--- config.mk ---
export PLATFORM = sky130hd
export DESIGN_NAME = cmd_load_if
export DESIGN_NICKNAME = d
export VERILOG_FILES = /design/src/rtl/cmd_load_pkg.sv /design/src/rtl/cmd_wr_edge.sv /design/src/rtl/cmd_input_bank.sv /design/src/rtl/cmd_target_reg.sv /design/src/rtl/cmd_load_if.sv
export SDC_FILE = /design/constraint.sdc
export NUM_CORES = 1
export LEC_CHECK = 0
export BUFFER_PORTS_ARGS = -buffer_cell sky130_fd_sc_hd__buf_2
export CAP_MARGIN = 20
export CORE_MARGIN = 1
export CORE_UTILIZATION = 40
export CTS_CLUSTER_DIAMETER = 50
export DETAILED_ROUTE_END_ITERATION = 12
export SYNTH_ARGS = -nofsm -noshare
export SYNTH_HDL_FRONTEND = slang
export SYNTH_SLANG_ARGS = --single-unit
--- constraint.sdc ---
create_clock -name clk -period 1.9 [get_ports clk]
set_input_delay 0.38 -clock clk [delete_from_list [all_inputs] [get_ports clk]]
set_output_delay 0.38 -clock clk [all_outputs]
set_load 0.03 [all_outputs]
--- src/rtl/cmd_load_pkg.sv ---
package cmd_load_pkg;
  typedef enum logic [1:0] {
    ADR_LO  = 2'b00,
    ADR_HI  = 2'b01,
    ADR_PH  = 2'b10,
    ADR_RSV = 2'b11
  } cmd_addr_e;

  localparam int NUM_TGT = 3;
  localparam int TGT_CTR = 0;
  localparam int TGT_OFF = 1;
  localparam int TGT_TIM = 2;

  // true when a qualified write targets the given staging register
  function automatic logic write_hits(logic rise, logic cs_n, logic [1:0] adr,
                                      cmd_addr_e code);
    return rise && !cs_n && (adr == 2'(code));
  endfunction
endpackage

--- src/rtl/cmd_wr_edge.sv ---
module cmd_wr_edge (
  input  logic clk,
  input  logic rst_n,
  input  logic strb,
  output logic rise
);
  logic prev_q;

  always_ff @(posedge clk or negedge rst_n) begin
    if (!rst_n) prev_q <= 1'b1;
    else        prev_q <= strb;
  end

  assign rise = strb & ~prev_q;
endmodule

--- src/rtl/cmd_input_bank.sv ---
module cmd_input_bank
  import cmd_load_pkg::*;
#(
  parameter int DATA_W = 16
) (
  input  logic              clk,
  input  logic              rst_n,
  input  logic              rise,
  input  logic              cs_n,
  input  logic [1:0]        adr,
  input  logic [DATA_W-1:0] data,
  output logic [DATA_W-1:0] lo_q,
  output logic [DATA_W-1:0] hi_q,
  output logic [DATA_W-1:0] ph_q
);
  logic ld_lo, ld_hi, ld_ph;

  assign ld_lo = write_hits(rise, cs_n, adr, ADR_LO);
  assign ld_hi = write_hits(rise, cs_n, adr, ADR_HI);
  assign ld_ph = write_hits(rise, cs_n, adr, ADR_PH);

  always_ff @(posedge clk or negedge rst_n) begin
    if (!rst_n) begin
      lo_q <= '0;
      hi_q <= '0;
      ph_q <= '0;
    end else begin
      if (ld_lo) lo_q <= data;
      if (ld_hi) hi_q <= data;
      if (ld_ph) ph_q <= data;
    end
  end
endmodule

--- src/rtl/cmd_target_reg.sv ---
module cmd_target_reg #(
  parameter int WORD_W = 32
) (
  input  logic              clk,
  input  logic              rst_n,
  input  logic              en_n,
  input  logic [WORD_W-1:0] src,
  output logic              en_q,
  output logic [WORD_W-1:0] q
);
  always_ff @(posedge clk or negedge rst_n) begin
    if (!rst_n) begin
      en_q <= 1'b1;
      q    <= '0;
    end else begin
      en_q <= en_n;
      if (!en_q) q <= src;
    end
  end
endmodule

--- src/rtl/cmd_load_if.sv ---
module cmd_load_if
  import cmd_load_pkg::*;
#(
  parameter int DATA_W = 16
) (
  input  logic                clk,
  input  logic                rst_n,
  input  logic [DATA_W-1:0]   cmd_data,
  input  logic [1:0]          cmd_addr,
  input  logic                cs_n,
  input  logic                wr_strb,
  input  logic                ctr_n,
  input  logic                off_n,
  input  logic                tim_n,
  output logic [DATA_W-1:0]   lo_half,
  output logic [DATA_W-1:0]   hi_half,
  output logic [DATA_W-1:0]   phase_word,
  output logic [2*DATA_W-1:0] ctr_freq,
  output logic [2*DATA_W-1:0] off_freq,
  output logic [2*DATA_W-1:0] tim_step
);
  localparam int WORD_W = 2 * DATA_W;

  logic                wr_rise;
  logic [WORD_W-1:0]   joined;
  logic [NUM_TGT-1:0]  en_raw_n;
  logic [NUM_TGT-1:0]  en_q;
  logic [WORD_W-1:0]   tgt_q [NUM_TGT];

  cmd_wr_edge edge_i (
    .clk(clk), .rst_n(rst_n), .strb(wr_strb), .rise(wr_rise)
  );

  cmd_input_bank #(.DATA_W(DATA_W)) bank_i (
    .clk(clk), .rst_n(rst_n), .rise(wr_rise), .cs_n(cs_n), .adr(cmd_addr),
    .data(cmd_data), .lo_q(lo_half), .hi_q(hi_half), .ph_q(phase_word)
  );

  assign joined = {hi_half, lo_half};

  assign en_raw_n[TGT_CTR] = ctr_n;
  assign en_raw_n[TGT_OFF] = off_n;
  assign en_raw_n[TGT_TIM] = tim_n;

  for (genvar g = 0; g < NUM_TGT; g++) begin : g_tgt
    cmd_target_reg #(.WORD_W(WORD_W)) tgt_i (
      .clk(clk), .rst_n(rst_n), .en_n(en_raw_n[g]), .src(joined),
      .en_q(en_q[g]), .q(tgt_q[g])
    );
  end

  assign ctr_freq = tgt_q[TGT_CTR];
  assign off_freq = tgt_q[TGT_OFF];
  assign tim_step = tgt_q[TGT_TIM];
endmodule

==> impl_results.md, run 1 <==
- Share of layout cells above drive strength 1: 69.6%
- Synth top area share: 65.5%
- Syn nets: 338
- Main synth FF type: dfrtp_1
- CTS root buf: clkbuf_16
- Routed WL: 12200 um
- Fin crit share: 78.4%
- Final setup violation count: 0
- Max H-tree Level: 4
- DP Area: 6600 um2
- DRC violation count after routing: 0
- Max Fanout on Critical Path: 16
- Most common cell in the netlist: dfrtp_1
- Antenna Cells: 0
- CTS Buf Count: 17
- Vias: 3371
- Post-DRT Antenna Nets: 0
- Clock Tree Buf Depth: 2
- Die Span Y: 119 um
- Die Width: 119 um
- Slew @ Worst Pin: 0.443 ns
- YS warnings: 0
- Startpoint Class: flop
- Most frequent cells after synthesis: 144 x dfrtp_1, 137 x mux2_2, 9 x buf_2
- Worst-Skew Late Latency: 0.41 ns
- WS Path Type: reg -> reg
- Core region area: 13300 um2
- CTS Hold Buffers Added: 1
- Worst Skew: 0.00554 ns
- Largest net degree at the start of global routing: 42
- Post-synth EDFFs: 0
- Yosys reg bits: 148
- Die area: 14200 um2
- TritonCTS clock tree: yes
- Top post-synthesis cells by area: dfrtp_1 66%, mux2_2 28%, dfstp_2 1.9%
- Mean Syn Cell Area: 17.6 um2
- DR iter-0 viols: 81
- RD Place Congestion: 0.697
- Setup TNS: 0 ns
- Worst r2r src: edge_i.prev_q$_DFF_PN1_
- Max_slew headroom: 70.3%
- Max Cap Viol: 0
- Cells after synthesis: 313
- Initial antenna violation count: 0
- Total Power: 11500 uW
- Post-CTS Resized: 0
- Crit path DAT: 1.78 ns
- Vias in the first global route: 3503
- First-pass GRT wire length: 19600 um
- DR vias/cell: 4.91
- Row cnt: 42
- Leak: 0.00358 uW
- Synthesized area: 5500 um2
- Post-route cell area: 7230 um2
- Hold WS: 0.0700 ns
- Peak Freq: 0.671 GHz
- Outcome: complete, no violations
- Layout area overhead: 31.5%
- IO Pins: 169
- Crit. End Element: flop
- Drt pass-1 iters: 4
- Pwr dens: 1590 nW/um2
- Worst-path clk slew: 0.06 ns
- Final hold vios: 0
- Post-synth ARST share: 100%
- All-Layer GR Usage: 18.4%
- Final Critical Period: 1.49 ns
- Starting Density: 41.2%
- Worst min path class: in -> reg
- Postcts setup bufs: 0
- FILL cells: 1171
- Hpwl dp: 8390 um
- Routed WL per cell: 17.8 um
- Final Max Tran Viols: 0
- Required @ worst endpoint: 2.19 ns
- Synth area leader: dfrtp_1
- Fin nets: 522
- Remaining Overflow, GRT: 0
- Clock Sinks: 148
- Setup crit start: edge_i.prev_q$_DFF_PN1_
- Post-synthesis cell type count: 13
- Port Buffers: 168
- Seq/Total Area, Yosys: 67.5%
- Unrepaired setup endpoints after global routing: false
- Worst ir drop on vdd: 906 uV
- Hold_sp: off_n
[power breakdown]
part	internal [uW]	switching, uW	leakage (uW)	total, uW
sequential	3970	534	0.00181	4500
combinational	1190	2310	0.00146	3500
clock	2290	1230	0.000310	3520
total	7440	4070	0.00358	11500
[layer usage]
layer  GRT usage, %  part of all wire (%)
met1           24.6                    44
met2           27.6                    47
met3           6.18                   7.4
met4           6.72                   1.2
met5              0                     0
[path summary, 6_finish.rpt]
kind,endpoint,slack [ns],depth (start not counted)
min in group asynchronous,g_tgt[0].tgt_i.q[29]$_DFFE_PN0N_,0.46,2
max reg2reg,bank_i.lo_q[6]$_DFFE_PN0P_,0.41,4
min reg2reg,g_tgt[2].tgt_i.q[7]$_DFFE_PN0N_,0.49,1
max in group asynchronous,g_tgt[2].tgt_i.en_q$_DFF_PN1_,0.81,3
min,g_tgt[1].tgt_i.en_q$_DFF_PN1_,0.07,1
max,bank_i.lo_q[6]$_DFFE_PN0P_,0.41,4
[flip-flops by register name (all words and copies together), names as in the netlist]
| name | count |
|---|---|
| g_tgt.tgt_i.q | 96 |
| bank_i.hi_q | 16 |
| bank_i.lo_q | 16 |
| bank_i.ph_q | 16 |
| g_tgt.tgt_i.en_q | 3 |
| edge_i.prev_q | 1 |
[kinds of logic after synthesis]
family                 after synthesis  share of synthesized area (%)
buffers and inverters               16                           2.00
and+or+nand+nor                      5                           1.05
DFF                                148                           67.5
muxes                              144                           29.5
[cells in the final DEF, fill, tap and decap left out]
| master | instances |
|---|---|
| dfstp_2 | 4 |
| clkinvlp_4 | 1 |
| mux2_1 | 7 |
| buf_6 | 1 |
| nand3b_2 | 1 |
| bufinv_16 | 4 |
| nor3b_1 | 1 |
| clkbuf_16 | 17 |
| clkbuf_1 | 2 |
| clkinv_2 | 5 |
| dlygate4sd3_1 | 1 |
| nand2_2 | 1 |
| clkbuf_8 | 3 |
| nor4b_4 | 1 |
| buf_2 | 167 |
| mux2_2 | 137 |
| dfrtp_1 | 144 |
| and2b_2 | 1 |
| buf_4 | 8 |
| buf_12 | 4 |
[final cells by class]
type	count	area (um2)	share of cell area [%]
clock buffers	22	474	6.56
flip-flops and latches	148	3710	51.3
multi-input cells	149	1680	23.2
well taps	176	220	3.04
clock inverters	10	153	2.11
repair buffers	181	997	13.8
[critical path, cell delays in order, from the launching register on]
cell and delay (ns):
dfstp_2 0.38, nor4b_4 0.26, and2b_2 0.21, buf_12 0.16, mux2_2 0.35
[through the flow]
stage / instances / worst slack, ns / util (%)
floorplan: 313 / 0.390 / -
global placement: 653 / 0.270 / 49.4
detailed placement: 653 / 0.200 / 49.4
CTS: 686 / 0.401 / 54.2
global route: 686 / 0.366 / 54.2
finish: 686 / 0.411 / 54.2
No activity file was read; power rests on OpenSTA's default activity.
==> run 2: changes to the inputs <==
- clock period: 1.9 -> 1.5 ns (I/O delays scaled with it)
==> impl_results.md, run 2 (synthesis gave the netlist of run 1 again) <==
- Outcome: complete, no violations
- Peak Freq: 0.690 GHz
- Row cnt: 42
- Startpoint Class: flop
- Max H-tree Level: 4
- Worst-path clk slew: 0.06 ns
- WS Path Type: reg -> reg
- Max_slew headroom: 67.6%
- Fin crit share: 96.6%
- Clock Tree Buf Depth: 2
- Remaining Overflow, GRT: 0
- IO Pins: 169
- Reg area: 3710 um2
- Worst min path class: in -> reg
- CTS root buf: clkbuf_16
- Routed WL per cell: 17.3 um
- Final Max Tran Viols: 0
- Final hold vios: 0
- Core region area: 13300 um2
- Final Critical Period: 1.45 ns
- Worst ir drop on vdd: 821 uV
- Final setup violation count: 0
- Reg with most FFs: g_tgt.tgt_i.q
- Slew @ Worst Pin: 0.486 ns
- Max reg flops: 96
- Die Span Y: 119 um
- CTS Buf Count: 17
- Vias: 3346
- RD Place Congestion: 0.684
- Non-filler cells, final: 694
- Setup TNS: 0 ns
- Post-DRT Antenna Nets: 0
- Layout area overhead: 34.0%
- Worst-Skew Late Latency: 0.41 ns
- Starting Density: 41.2%
- Crit path DAT: 1.74 ns
- Max Fanout on Critical Path: 16
- DR vias/cell: 4.82
- FILL cells: 1137
- Share of layout cells above drive strength 1: 69.1%
- DRC violation count after routing: 0
- Post-CTS Resized: 0
- Commonest cells after routing, fill and taps aside: 167 x buf_2, 144 x dfrtp_1, 137 x mux2_2
- Required @ worst endpoint: 1.80 ns
- First-pass GRT wire length: 19300 um
- Initial antenna violation count: 0
- Die Width: 119 um
- Die area: 14200 um2
- Drt pass-1 iters: 4
- Unrepaired setup endpoints after global routing: false
- Vias in the first global route: 3571
- Commonest non-fill, non-tap cell in the layout: buf_2
- Routed WL: 12000 um
- TritonCTS clock tree: yes
- Largest net degree at the start of global routing: 48
- Max Cap Viol: 0
- Multi-input gate area in the final layout: 1680 um2
- DR iter-0 viols: 85
- Dpl cells: 658
- Hpwl dp: 8420 um
- Antenna Cells: 0
- Pwr dens: 1940 nW/um2
- Leak: 0.00364 uW
- Port Buffers: 168
- Fin util: 55.2%
- Clock Sinks: 148
- All-Layer GR Usage: 18.2%
- Fin nets: 531
- Worst Skew: 0.00684 ns
- Crit. End Element: flop
run 2: changes by cell type in the layout (fill, tap and decap cells not counted):
cell,previous run,this run
dlygate4sd3_1,1,5
clkinv_2,5,1
clkbuf_8,3,9
buf_12,4,11
buf_4,8,6
bufinv_16,4,1
clkbuf_1,2,3
clkinvlp_4,1,0
run 2: final timing paths:
| path | from | to | slack (ns) | cells after the start |
|---|---|---|---|---|
| min in group asynchronous | rst_n | g_tgt[0].tgt_i.q[29]$_DFFE_PN0N_ | 0.39 | 2 |
| hold / removal | cmd_data[6] | bank_i.ph_q[6]$_DFFE_PN0P_ | 0.15 | 2 |
| setup / recovery | edge_i.prev_q$_DFF_PN1_ | bank_i.lo_q[11]$_DFFE_PN0P_ | 0.05 | 4 |
| hold reg to reg | g_tgt[0].tgt_i.q[8]$_DFFE_PN0N_ | g_tgt[0].tgt_i.q[8]$_DFFE_PN0N_ | 0.49 | 1 |
| setup reg to reg | edge_i.prev_q$_DFF_PN1_ | bank_i.lo_q[11]$_DFFE_PN0P_ | 0.05 | 4 |
| max in group asynchronous | rst_n | g_tgt[0].tgt_i.en_q$_DFF_PN1_ | 0.51 | 3 |
run 2: power breakdown:
part,internal (uW),switching [uW]
sequential,5030,662
combinational,1540,2930
clock,2670,1490
total,9230,5080
run 2: repair_timing:
item	in CTS	in global routing
buffers inserted	0	0
hold buffers	5	0
hold endpoints to repair	42	0
run 2: worst max-delay path, cell delays in order (launching register included):
cell	delay (ns)
dfstp_2	0.38
nor4b_4	0.24
and2b_2	0.21
buf_12	0.16
mux2_2	0.34
run 2: area by class of cell:
| type | count | share of cell area [%] |
|---|---|---|
| clock buffers | 29 | 7.61 |
| clock inverters | 2 | 0.476 |
| multi-input cells | 149 | 22.8 |
| flip-flops and latches | 148 | 50.3 |
| well taps | 176 | 2.99 |
| repair buffers | 190 | 15.8 |
run 2: metal layers:
metal	wire length, um	up-vias	global-route usage, %	part of all wire (%)
met5	0	-	0	0
met4	210	0	7.75	1.8
met3	857	17	6.13	7.1
met2	5650	119	28.2	47
met1	5280	1716	23.2	44
li1	-	1494	-	-
run 2: stage by stage:
| stage | setup WS [ns] | cell area [um2] | power, uW | hold slack [ns] |
|---|---|---|---|---|
| 6_report | 0.0507 | 7370 | 14300 | 0.145 |
| 5_1_grt | 0.00538 | 7370 | 15000 | 0.133 |
| 4_1_cts | 0.0361 | 7370 | 14500 | 0.125 |
| 3_5_place_dp | -0.0783 | 6720 | 10300 | 0.279 |
| 3_3_place_gp | -0.0374 | 6720 | 10200 | 0.277 |
| 2_1_floorplan | 0.0622 | 5500 | 8680 | 0.00441 |
